[src/rtl/gpr_alias_pkg.sv]
package gpr_alias_pkg;

   typedef enum logic [1:0] {
      SZ_BYTE = 2'd0,
      SZ_WORD = 2'd1,
      SZ_LONG = 2'd2,
      SZ_QUAD = 2'd3
   } gpr_size_e;

   typedef enum logic [1:0] {
      WM_MOVE = 2'd0,
      WM_ZEXT = 2'd1,
      WM_SEXT = 2'd2,
      WM_IMM  = 2'd3
   } gpr_wmode_e;

   localparam int unsigned GPR_WORD_BITS = 64;

   // Mask covering the low lane of the given size code.
   function automatic logic [GPR_WORD_BITS-1:0] lane_mask(input logic [1:0] sz);
      logic [GPR_WORD_BITS-1:0] m;
      case (sz)
         2'd0:    m = 64'h0000_0000_0000_00FF;
         2'd1:    m = 64'h0000_0000_0000_FFFF;
         2'd2:    m = 64'h0000_0000_FFFF_FFFF;
         default: m = 64'hFFFF_FFFF_FFFF_FFFF;
      endcase
      return m;
   endfunction

   // Top bit of the low lane of the given size code.
   function automatic logic lane_msb(input logic [GPR_WORD_BITS-1:0] v, input logic [1:0] sz);
      logic b;
      case (sz)
         2'd0:    b = v[7];
         2'd1:    b = v[15];
         2'd2:    b = v[31];
         default: b = v[63];
      endcase
      return b;
   endfunction

endpackage

[src/rtl/gpr_src_shaper.sv]
module gpr_src_shaper
   import gpr_alias_pkg::*;
#(
   parameter int unsigned XLEN = 64
) (
   input  logic [XLEN-1:0] data_in,
   input  logic [1:0]      src_size,
   input  logic [1:0]      dst_size,
   input  logic [1:0]      mode,
   input  logic            imm_full,
   output logic [XLEN-1:0] shaped
);

   localparam int unsigned HALF = XLEN / 2;

   logic [XLEN-1:0] src_mask;
   logic            fill_bit;
   logic            widen;
   logic [XLEN-1:0] ext_val;
   logic [XLEN-1:0] imm_val;

   always_comb begin
      src_mask = lane_mask(src_size);
      widen    = (src_size < dst_size);
      fill_bit = (mode == WM_SEXT) ? lane_msb(data_in, src_size) : 1'b0;
      ext_val  = widen ? ((data_in & src_mask) | ({XLEN{fill_bit}} & ~src_mask)) : data_in;
      imm_val  = imm_full ? data_in : {{HALF{data_in[HALF-1]}}, data_in[HALF-1:0]};
   end

   always_comb begin
      case (mode)
         WM_ZEXT, WM_SEXT: shaped = ext_val;
         WM_IMM:           shaped = imm_val;
         default:          shaped = data_in;
      endcase
   end

endmodule

[src/rtl/gpr_width_merge.sv]
module gpr_width_merge
   import gpr_alias_pkg::*;
#(
   parameter int unsigned XLEN         = 64,
   parameter bit          CLEAR_ON_LONG = 1'b1
) (
   input  logic [XLEN-1:0] old_val,
   input  logic [XLEN-1:0] new_val,
   input  logic [1:0]      dst_size,
   output logic [XLEN-1:0] merged
);

   logic [XLEN-1:0] mask;
   logic [XLEN-1:0] keep_mask;

   assign mask = lane_mask(dst_size);

   generate
      if (CLEAR_ON_LONG) begin : g_long_clears
         // 4-byte writes drop the old upper half; narrower writes keep it.
         always_comb begin
            if (dst_size == SZ_LONG || dst_size == SZ_QUAD) keep_mask = '0;
            else                                           keep_mask = ~mask;
         end
      end else begin : g_long_merges
         always_comb keep_mask = ~mask;
      end
   endgenerate

   assign merged = (old_val & keep_mask) | (new_val & mask);

endmodule

[src/rtl/gpr_read_view.sv]
module gpr_read_view
   import gpr_alias_pkg::*;
#(
   parameter int unsigned XLEN = 64
) (
   input  logic [XLEN-1:0] reg_val,
   input  logic [1:0]      size,
   output logic [XLEN-1:0] view
);

   assign view = reg_val & lane_mask(size);

endmodule

[src/rtl/gpr_alias_file.sv]
module gpr_alias_file
   import gpr_alias_pkg::*;
#(
   parameter int unsigned XLEN     = 64,
   parameter int unsigned NREGS    = 16,
   parameter int unsigned SP_INDEX = 4
) (
   input  logic        clk,
   input  logic        rst_n,
   input  logic [3:0]  rd_a_idx,
   input  logic [1:0]  rd_a_size,
   output logic [63:0] rd_a_data,
   input  logic [3:0]  rd_b_idx,
   input  logic [1:0]  rd_b_size,
   output logic [63:0] rd_b_data,
   input  logic        wr_en,
   input  logic [3:0]  wr_idx,
   input  logic [1:0]  wr_size,
   input  logic [1:0]  wr_src_size,
   input  logic [1:0]  wr_mode,
   input  logic        wr_imm_full,
   input  logic [63:0] wr_data,
   output logic [63:0] sp_value
);

   localparam int unsigned IDX_W = $clog2(NREGS);
   localparam int unsigned NRD   = 2;

   generate
      if (XLEN != GPR_WORD_BITS) begin : g_bad_xlen
         $error("gpr_alias_file: XLEN must equal 64 for the four size codes");
      end
      if (NREGS != 16) begin : g_bad_nregs
         $error("gpr_alias_file: index ports are 4 bits, NREGS must be 16");
      end
      if (SP_INDEX >= NREGS) begin : g_bad_sp
         $error("gpr_alias_file: SP_INDEX outside the register file");
      end
   endgenerate

   logic [XLEN-1:0] regs_q [NREGS];
   logic [XLEN-1:0] shaped;
   logic [XLEN-1:0] merged;
   logic [XLEN-1:0] old_dst;

   logic [IDX_W-1:0] rd_idx  [NRD];
   logic [1:0]       rd_size [NRD];
   logic [XLEN-1:0]  rd_view [NRD];

   assign rd_idx[0]  = rd_a_idx;
   assign rd_idx[1]  = rd_b_idx;
   assign rd_size[0] = rd_a_size;
   assign rd_size[1] = rd_b_size;
   assign rd_a_data  = rd_view[0];
   assign rd_b_data  = rd_view[1];

   gpr_src_shaper #(.XLEN(XLEN)) shaper_i (
      .data_in  (wr_data),
      .src_size (wr_src_size),
      .dst_size (wr_size),
      .mode     (wr_mode),
      .imm_full (wr_imm_full),
      .shaped   (shaped)
   );

   assign old_dst = regs_q[wr_idx];

   gpr_width_merge #(.XLEN(XLEN), .CLEAR_ON_LONG(1'b1)) merge_i (
      .old_val  (old_dst),
      .new_val  (shaped),
      .dst_size (wr_size),
      .merged   (merged)
   );

   generate
      for (genvar r = 0; r < NREGS; r++) begin : g_reg
         always_ff @(posedge clk or negedge rst_n) begin
            if (!rst_n)                                   regs_q[r] <= '0;
            else if (wr_en && (wr_idx == IDX_W'(r)))      regs_q[r] <= merged;
         end
      end

      for (genvar p = 0; p < NRD; p++) begin : g_rd
         gpr_read_view #(.XLEN(XLEN)) view_i (
            .reg_val (regs_q[rd_idx[p]]),
            .size    (rd_size[p]),
            .view    (rd_view[p])
         );
      end
   endgenerate

   assign sp_value = regs_q[SP_INDEX];

endmodule

[config.mk]
export PLATFORM = sky130hd
export DESIGN_NAME = gpr_alias_file
export DESIGN_NICKNAME = d
export VERILOG_FILES = /design/src/rtl/gpr_alias_pkg.sv /design/src/rtl/gpr_src_shaper.sv /design/src/rtl/gpr_width_merge.sv /design/src/rtl/gpr_read_view.sv /design/src/rtl/gpr_alias_file.sv
export SDC_FILE = /design/constraint.sdc
export NUM_CORES = 2
export LEC_CHECK = 0
export BUFFER_PORTS_ARGS = -buffer_cell sky130_fd_sc_hd__buf_2
export CAP_MARGIN = 10
export CORE_MARGIN = 5
export CORE_UTILIZATION = 42
export CTS_CLUSTER_DIAMETER = 120
export DETAILED_ROUTE_END_ITERATION = 8
export PLACE_DENSITY = 0.62
export SLEW_MARGIN = 20
export SYNTH_ARGS = -nofsm -noshare
export SYNTH_HDL_FRONTEND = slang
export SYNTH_SLANG_ARGS = --single-unit
[constraint.sdc]
create_clock -name clk -period 2 [get_ports clk]
set_input_delay 0 -clock clk [delete_from_list [all_inputs] [get_ports clk]]
set_output_delay 0 -clock clk [all_outputs]
set_load 0.02 [all_outputs]
## Word level (Yosys, flattened, before mapping)

Index checks and enable logic that the tools add are counted.

| cells by class | value |
|---|---|
| muxes and demuxes | 19 |
| reductions and logical operators | 23 |
| order comparisons | 4 |
| equal/unequal tests | 27 |
| bitwise logic cells | 13 |

Operator list:

| operator | number |
|---|---|
| $bmux W64 S4 | 3 |
| $pmux W64 S3 | 4 |
| $mux W64 | 9 |
| $and A64 B64 Y64 | 6 |
| $not A64 Y64 | 2 |
| $or A64 B64 Y64 | 2 |
| $pmux W64 S2 | 1 |
| $eq A4 B4 Y1 const B | 8 |
| $eq A4 B3 Y1 const B | 4 |
| $logic_and A1 B1 Y1 | 16 |
| $ge A5 B5 Y1 const B | 3 |
| $not A4 Y5 | 3 |
| $eq A2 B2 Y1 const B | 7 |
| $eq A2 B1 Y1 const B | 5 |
| $eq A4 B2 Y1 const B | 2 |
| $logic_not A2 Y1 | 4 |
| $eq A4 B1 Y1 const B | 1 |
| $logic_not A4 Y1 | 1 |
| $pmux W1 S3 | 1 |
| $lt A2 B2 Y1 | 1 |
| $reduce_or A2 Y1 | 1 |
| $logic_or A1 B1 Y1 | 1 |
| $mux W1 | 1 |

| word-level totals | value |
|---|---|
| output and inout port bits | 192 |
| flip-flop bits (word level) | 1024 |
| logic and storage cells | 102 |
| input bits | 90 |

## Depth between registers and ports, before layout

| logic depth | value |
|---|---|
| depth after elaboration | 9 |
| mapped depth | 13 |

## Modules after synthesis

From an unflattened synthesis, not the netlist that was laid out.

| second synthesis, totals | value |
|---|---|
| cells, all modules | 4238 |
| area total of the unflattened synthesis | 63149.3 um^2 |

By module, submodules not included:

| module | sequential area each (um^2) | cells each | times used | area an instance (um^2) |
|---|---|---|---|---|
| gpr_alias_file | 25624.6 | 3913 | 1 | 60634.4 |
| gpr_read_view | 0.0 | 74 | 2 | 520.5 |
| gpr_src_shaper | 0.0 | 101 | 1 | 765.7 |
| gpr_width_merge | 0.0 | 76 | 1 | 708.2 |

## Least setup slack after synthesis

No wires, ideal clock.

| timing path | value |
|---|---|
| kind | input to register |
| start | input port wr_size[1] |
| end | register regs_q[1020] (netlist bit) |
| cell stages on the path | 13 |
| arrival | 2636 ps |
| path slack | -762 ps |
| cells stage by stage | buf_2 -> clkbuf_1 -> inv_1 -> ha_1 -> nor2b_1 -> buf_2 -> o31a_1 -> buf_2 -> clkbuf_1 -> a32o_1 -> o221ai_1 -> buf_2 -> a21oi_1 |

| on the way | value |
|---|---|
| cells in the longest elaborated chain, start to end | 6 |
| elaborated cells between the ends (all ways) | 14 |

RTL lines:

| item | line | source |
|---|---|---|
| from (decl) | gpr_alias_file.sv:18 | `input logic [1:0] wr_size,` |
| $eq A2 B2 Y1, or another cell as far along | gpr_alias_pkg.sv:22, gpr_width_merge.sv:22 |  |
| $pmux W64 S3 | gpr_alias_pkg.sv:22 | `case (sz)` |
| $not A64 Y64 | gpr_width_merge.sv:23 | `else keep_mask = ~mask;` |
| $mux W64 | gpr_width_merge.sv:22 | `if (dst_size == SZ_LONG \|\| dst_size == SZ_QUAD) keep_mask = '0;` |
| $and A64 B64 Y64 | gpr_width_merge.sv:30 | `assign merged = (old_val & keep_mask) \| (new_val & mask);` |
| $or A64 B64 Y64 * | gpr_width_merge.sv:30 |  |
| to (signal, indexed assignment) | gpr_alias_file.sv:79 | `else if (wr_en && (wr_idx == IDX_W'(r))) regs_q[r] <= merged;` |
| to (decl) | gpr_alias_file.sv:41 | `logic [XLEN-1:0] regs_q [NREGS];` |

Mark *: on every way between the ends. The rest lies on a longest branch, timed or not.
A chain may end at the register's enable or synchronous reset.

## Worst setup path in the final report

| timing path | value |
|---|---|
| start | register regs_q[924] (netlist bit) |
| end | output port rd_a_data[28] |

| on the way | value |
|---|---|
| cells in the longest elaborated chain, start to end | 4 |

RTL lines:

| item | line | source |
|---|---|---|
| $bmux W64 S4 | gpr_alias_file.sv:85 | `.reg_val (regs_q[rd_idx[p]]),` |
| $mux W64 (implied by the code) (2 in series) | gpr_alias_file.sv:85 |  |
| $and A64 B64 Y64 | gpr_read_view.sv:11 | `assign view = reg_val & lane_mask(size);` |
| to (decl) | gpr_alias_file.sv:12 | `output logic [63:0] rd_a_data,` |

No other way between the ends. The select of a mux whose other input is x is not followed.

==> results.ini <==
[sta]
worst-slew-pin-transition_ps = 906
rsz0062_at_grt = true
hold_viol = 0
fin_crit_sh = 1.33
setup_slack_ps = -656
finalSetupViolCount = 159
clock_skew_ps = 71.0
drv_slew = 0
max_slew_margin = 0.394
fin_crit_ps = 2660
max_freq_ghz = 0.377

[worst_setup_path]
cp_num_cells = 5
critPathMaxFanout = 3
r2r_setup_slack_ps = -30
required_ps = 2000
cp.arrival_ps = 2660
critPathTopFamily = multiplexers
worstSetupStartpoint = regs_q[924]$_DFFE_PN0P_
r2r_start = regs_q[531]$_DFFE_PN0P_
r2r_cells = 6
crit_path_frequent_cell = mux4_2
rr_endpoint = regs_q[147]$_DFFE_PN0P_
path_cells = buf_4 > mux4_2 > mux4_2 > and2_4 > buf_6
cpPeakStageDelay_ps = 580
endpoint = rd_a_data[28]
startpoint_type = flop
worstSetupPathType = flop to output port
crit_buf_inv = 2
cp_slowest_cell = mux4_2
worst_setup_path_end_kind = output port

[layout]
fin_cells = 8714
fin_nets = 6667
drive_gt1_frac = 0.363
stdcell_area_um2 = 80500
area_growth_pct = 26.0

[run_status]
violations = setup timing
status = complete, but fails checks

[global_routing]
grt_antenna_before_repair = 13
grt_start_max_net_pins = 89
grt_pass1_wl_mm = 368
gr-usage-all-layers = 0.308
grt_pass1_vias = 55479
grt_overflow = 0

[synthesis]
ys_seq_area_frac = 0.401
synth-edff-count = 0
synth_area_um2 = 63900
synth_top_area_frac = 0.401
synth_cell_types = 60
synth.area.top_cells = dfrtp_1, mux4_2, nor2_1, nand2_1, a21oi_1
synth_top_area_cell = dfrtp_1
synthCells = 5996
ys_ff_latch = 1024
synth_nets = 6090
synthFlopType = dfrtp_1
async_reset_ff_frac = 1.00
yosys_warnings = 0
ys_top_cells_by_count = dfrtp_1, nor2_1, nand2_1, mux4_2, a21oi_1
yosysMostFrequentCell = dfrtp_1
avgSynthCellArea_um2 = 10.7

[clock_tree]
cts-root-buf = clkbuf_16
cts_buffers = 117
clk_pin_slew_ps = 60
clk_path_buf_depth = 3
cts_tree = yes
cts.sinks = 1024
clk_latency_ps = 790
htree_num_levels = 3

[detailed_routing]
vias_per_cell = 6.39
vias = 55642
wl_mm = 250
drt-wirelength-per-cell_um = 28.6
drc_errors = 0
drtIter0Drc = 7264
drtPass1Iterations = 7
postRouteAntennaNets = 0

[power]
p_clk_frac = 0.303
power_density_nw_per_um2 = 982
ir_worst_vdd_v = 0.000794
p_int_w = 0.0533
p_comb_frac = 0.314
finalPower_w = 0.0791
p_switching_w = 0.0257
leakage_nw = 35.3
pwr-share-seq = 0.383
swShare = 0.326

[place]
place_area_um2 = 72700
dp_cells = 8223
place_hpwl_mm = 160
finalWeightedCongestion = 0.889
pre_cts_slack_ps = -440
io_buffers = 281

[min_path]
holdCritPathClass = primary input to async pin

[die]
die-area_um2 = 160000
die_x_um = 400
rows = 143
initial_core_util = 0.421
pin_count = 282
die_h_um = 400
coreArea_um2 = 152000

[run]
cap_violations = 0

through the flow:
| step | setup TNS (ps) | hold WS (ps) | util |
|---|---|---|---|
| CTS | -67970 | 5.19 | 0.527 |
| floorplan | -172420 | -296 | - |
| finish | -63550 | 55.8 | 0.531 |
| detailed placement | -211300 | 22.4 | 0.479 |
| global route | -71030 | 94.4 | 0.531 |
| global placement | -186680 | 13.7 | 0.479 |
sequential cells by signal, summed over array words and instances, names as in the netlist:
register  count
regs_q      960
sp_value     64
routing by layer:
layer	GRT usage	wire, um	vias up
met2	0.470	113000	3804
met4	0.145	13900	2
met3	0.0839	30400	801
met1	0.410	92400	28008
met5	0.00154	50	-
li1	-	-	23027
worst register-to-register path: stages, from the launching register on:
cell       delay (ps)
dfrtp_1           400
buf_6             130
mux4_2            500
a2111oi_4         300
buf_4             190
nor3_2             90
mux2_4            310
power groups by stage:
stage	Combinational, W	Sequential [W]	Clock, W
floorplan	0.0157	0.0289	0
global placement	0.0214	0.0301	0
detailed placement	0.0219	0.0305	0
CTS	0.0242	0.0300	0.0241
global route	0.0266	0.0308	0.0250
finish	0.0248	0.0303	0.0239
cell usage in the layout, fill, tap and decap left out, types with 14 or more instances in the layout:
cell type and count:
a32o_1 30, a22o_1 31, clkinv_2 16, dlygate4sd3_1 63, o21ai_0 352, nand3_1 24
nand2_1 842, o221ai_2 37, and2_4 32, dfrtp_1 1014, nor2b_4 17, mux2_2 123
o311ai_0 14, a21oi_1 448, o22ai_1 33, buf_4 542, mux4_2 710, mux2i_1 202
clkbuf_1 18, nor2_1 1012, bufinv_16 20, buf_6 138, nor3_2 33, clkbuf_16 117
o22a_1 32, buf_12 212, o221ai_4 14, clkbuf_8 22, inv_1 20, buf_2 143
a22oi_1 23, a221oi_1 22, a21oi_2 66, mux2_4 16, and3_4 64
cell families after synthesis:
logic type | synth area share
flops | 0.401
fa+ha+maj | 0.000783
compound gates | 0.109
mux | 0.306
buf+inv | 0.0490
simple gates | 0.134
how the worst min path moves through the flow:
stage                     cells after the start                 endpoint  slack [ps]
final                                         3  regs_q[674]$_DFFE_PN0P_          60
after floorplan                               0    regs_q[0]$_DFFE_PN0P_        -300
after global routing                          5   regs_q[92]$_DFFE_PN0P_          90
after CTS                                     5  regs_q[659]$_DFFE_PN0P_           5
after global placement                        1  regs_q[462]$_DFFE_PN0P_          10
after detailed placement                      1  regs_q[398]$_DFFE_PN0P_          20
layout make-up:
class	instances	area (um^2)
Antenna cell	11	27.5
Clock buffer	157	3300
Clock inverter	62	1000
Fill cell	13062	71200
Inverter	22	85.1
Multi-Input combinational cell	4303	36600
Sequential cell	1024	25600
Tap cell	2030	2540
Timing Repair Buffer	1105	11300
what timing repair did:
action	CTS	global route
pin swaps	16	6
setup endpoints to repair	160	176
hold buffers	64	0
cloned	0	2
hold endpoints to repair	1961	0
resized for setup	400	43
setup buffers	138	59
Note: power is estimated with default switching activity, not from simulation.
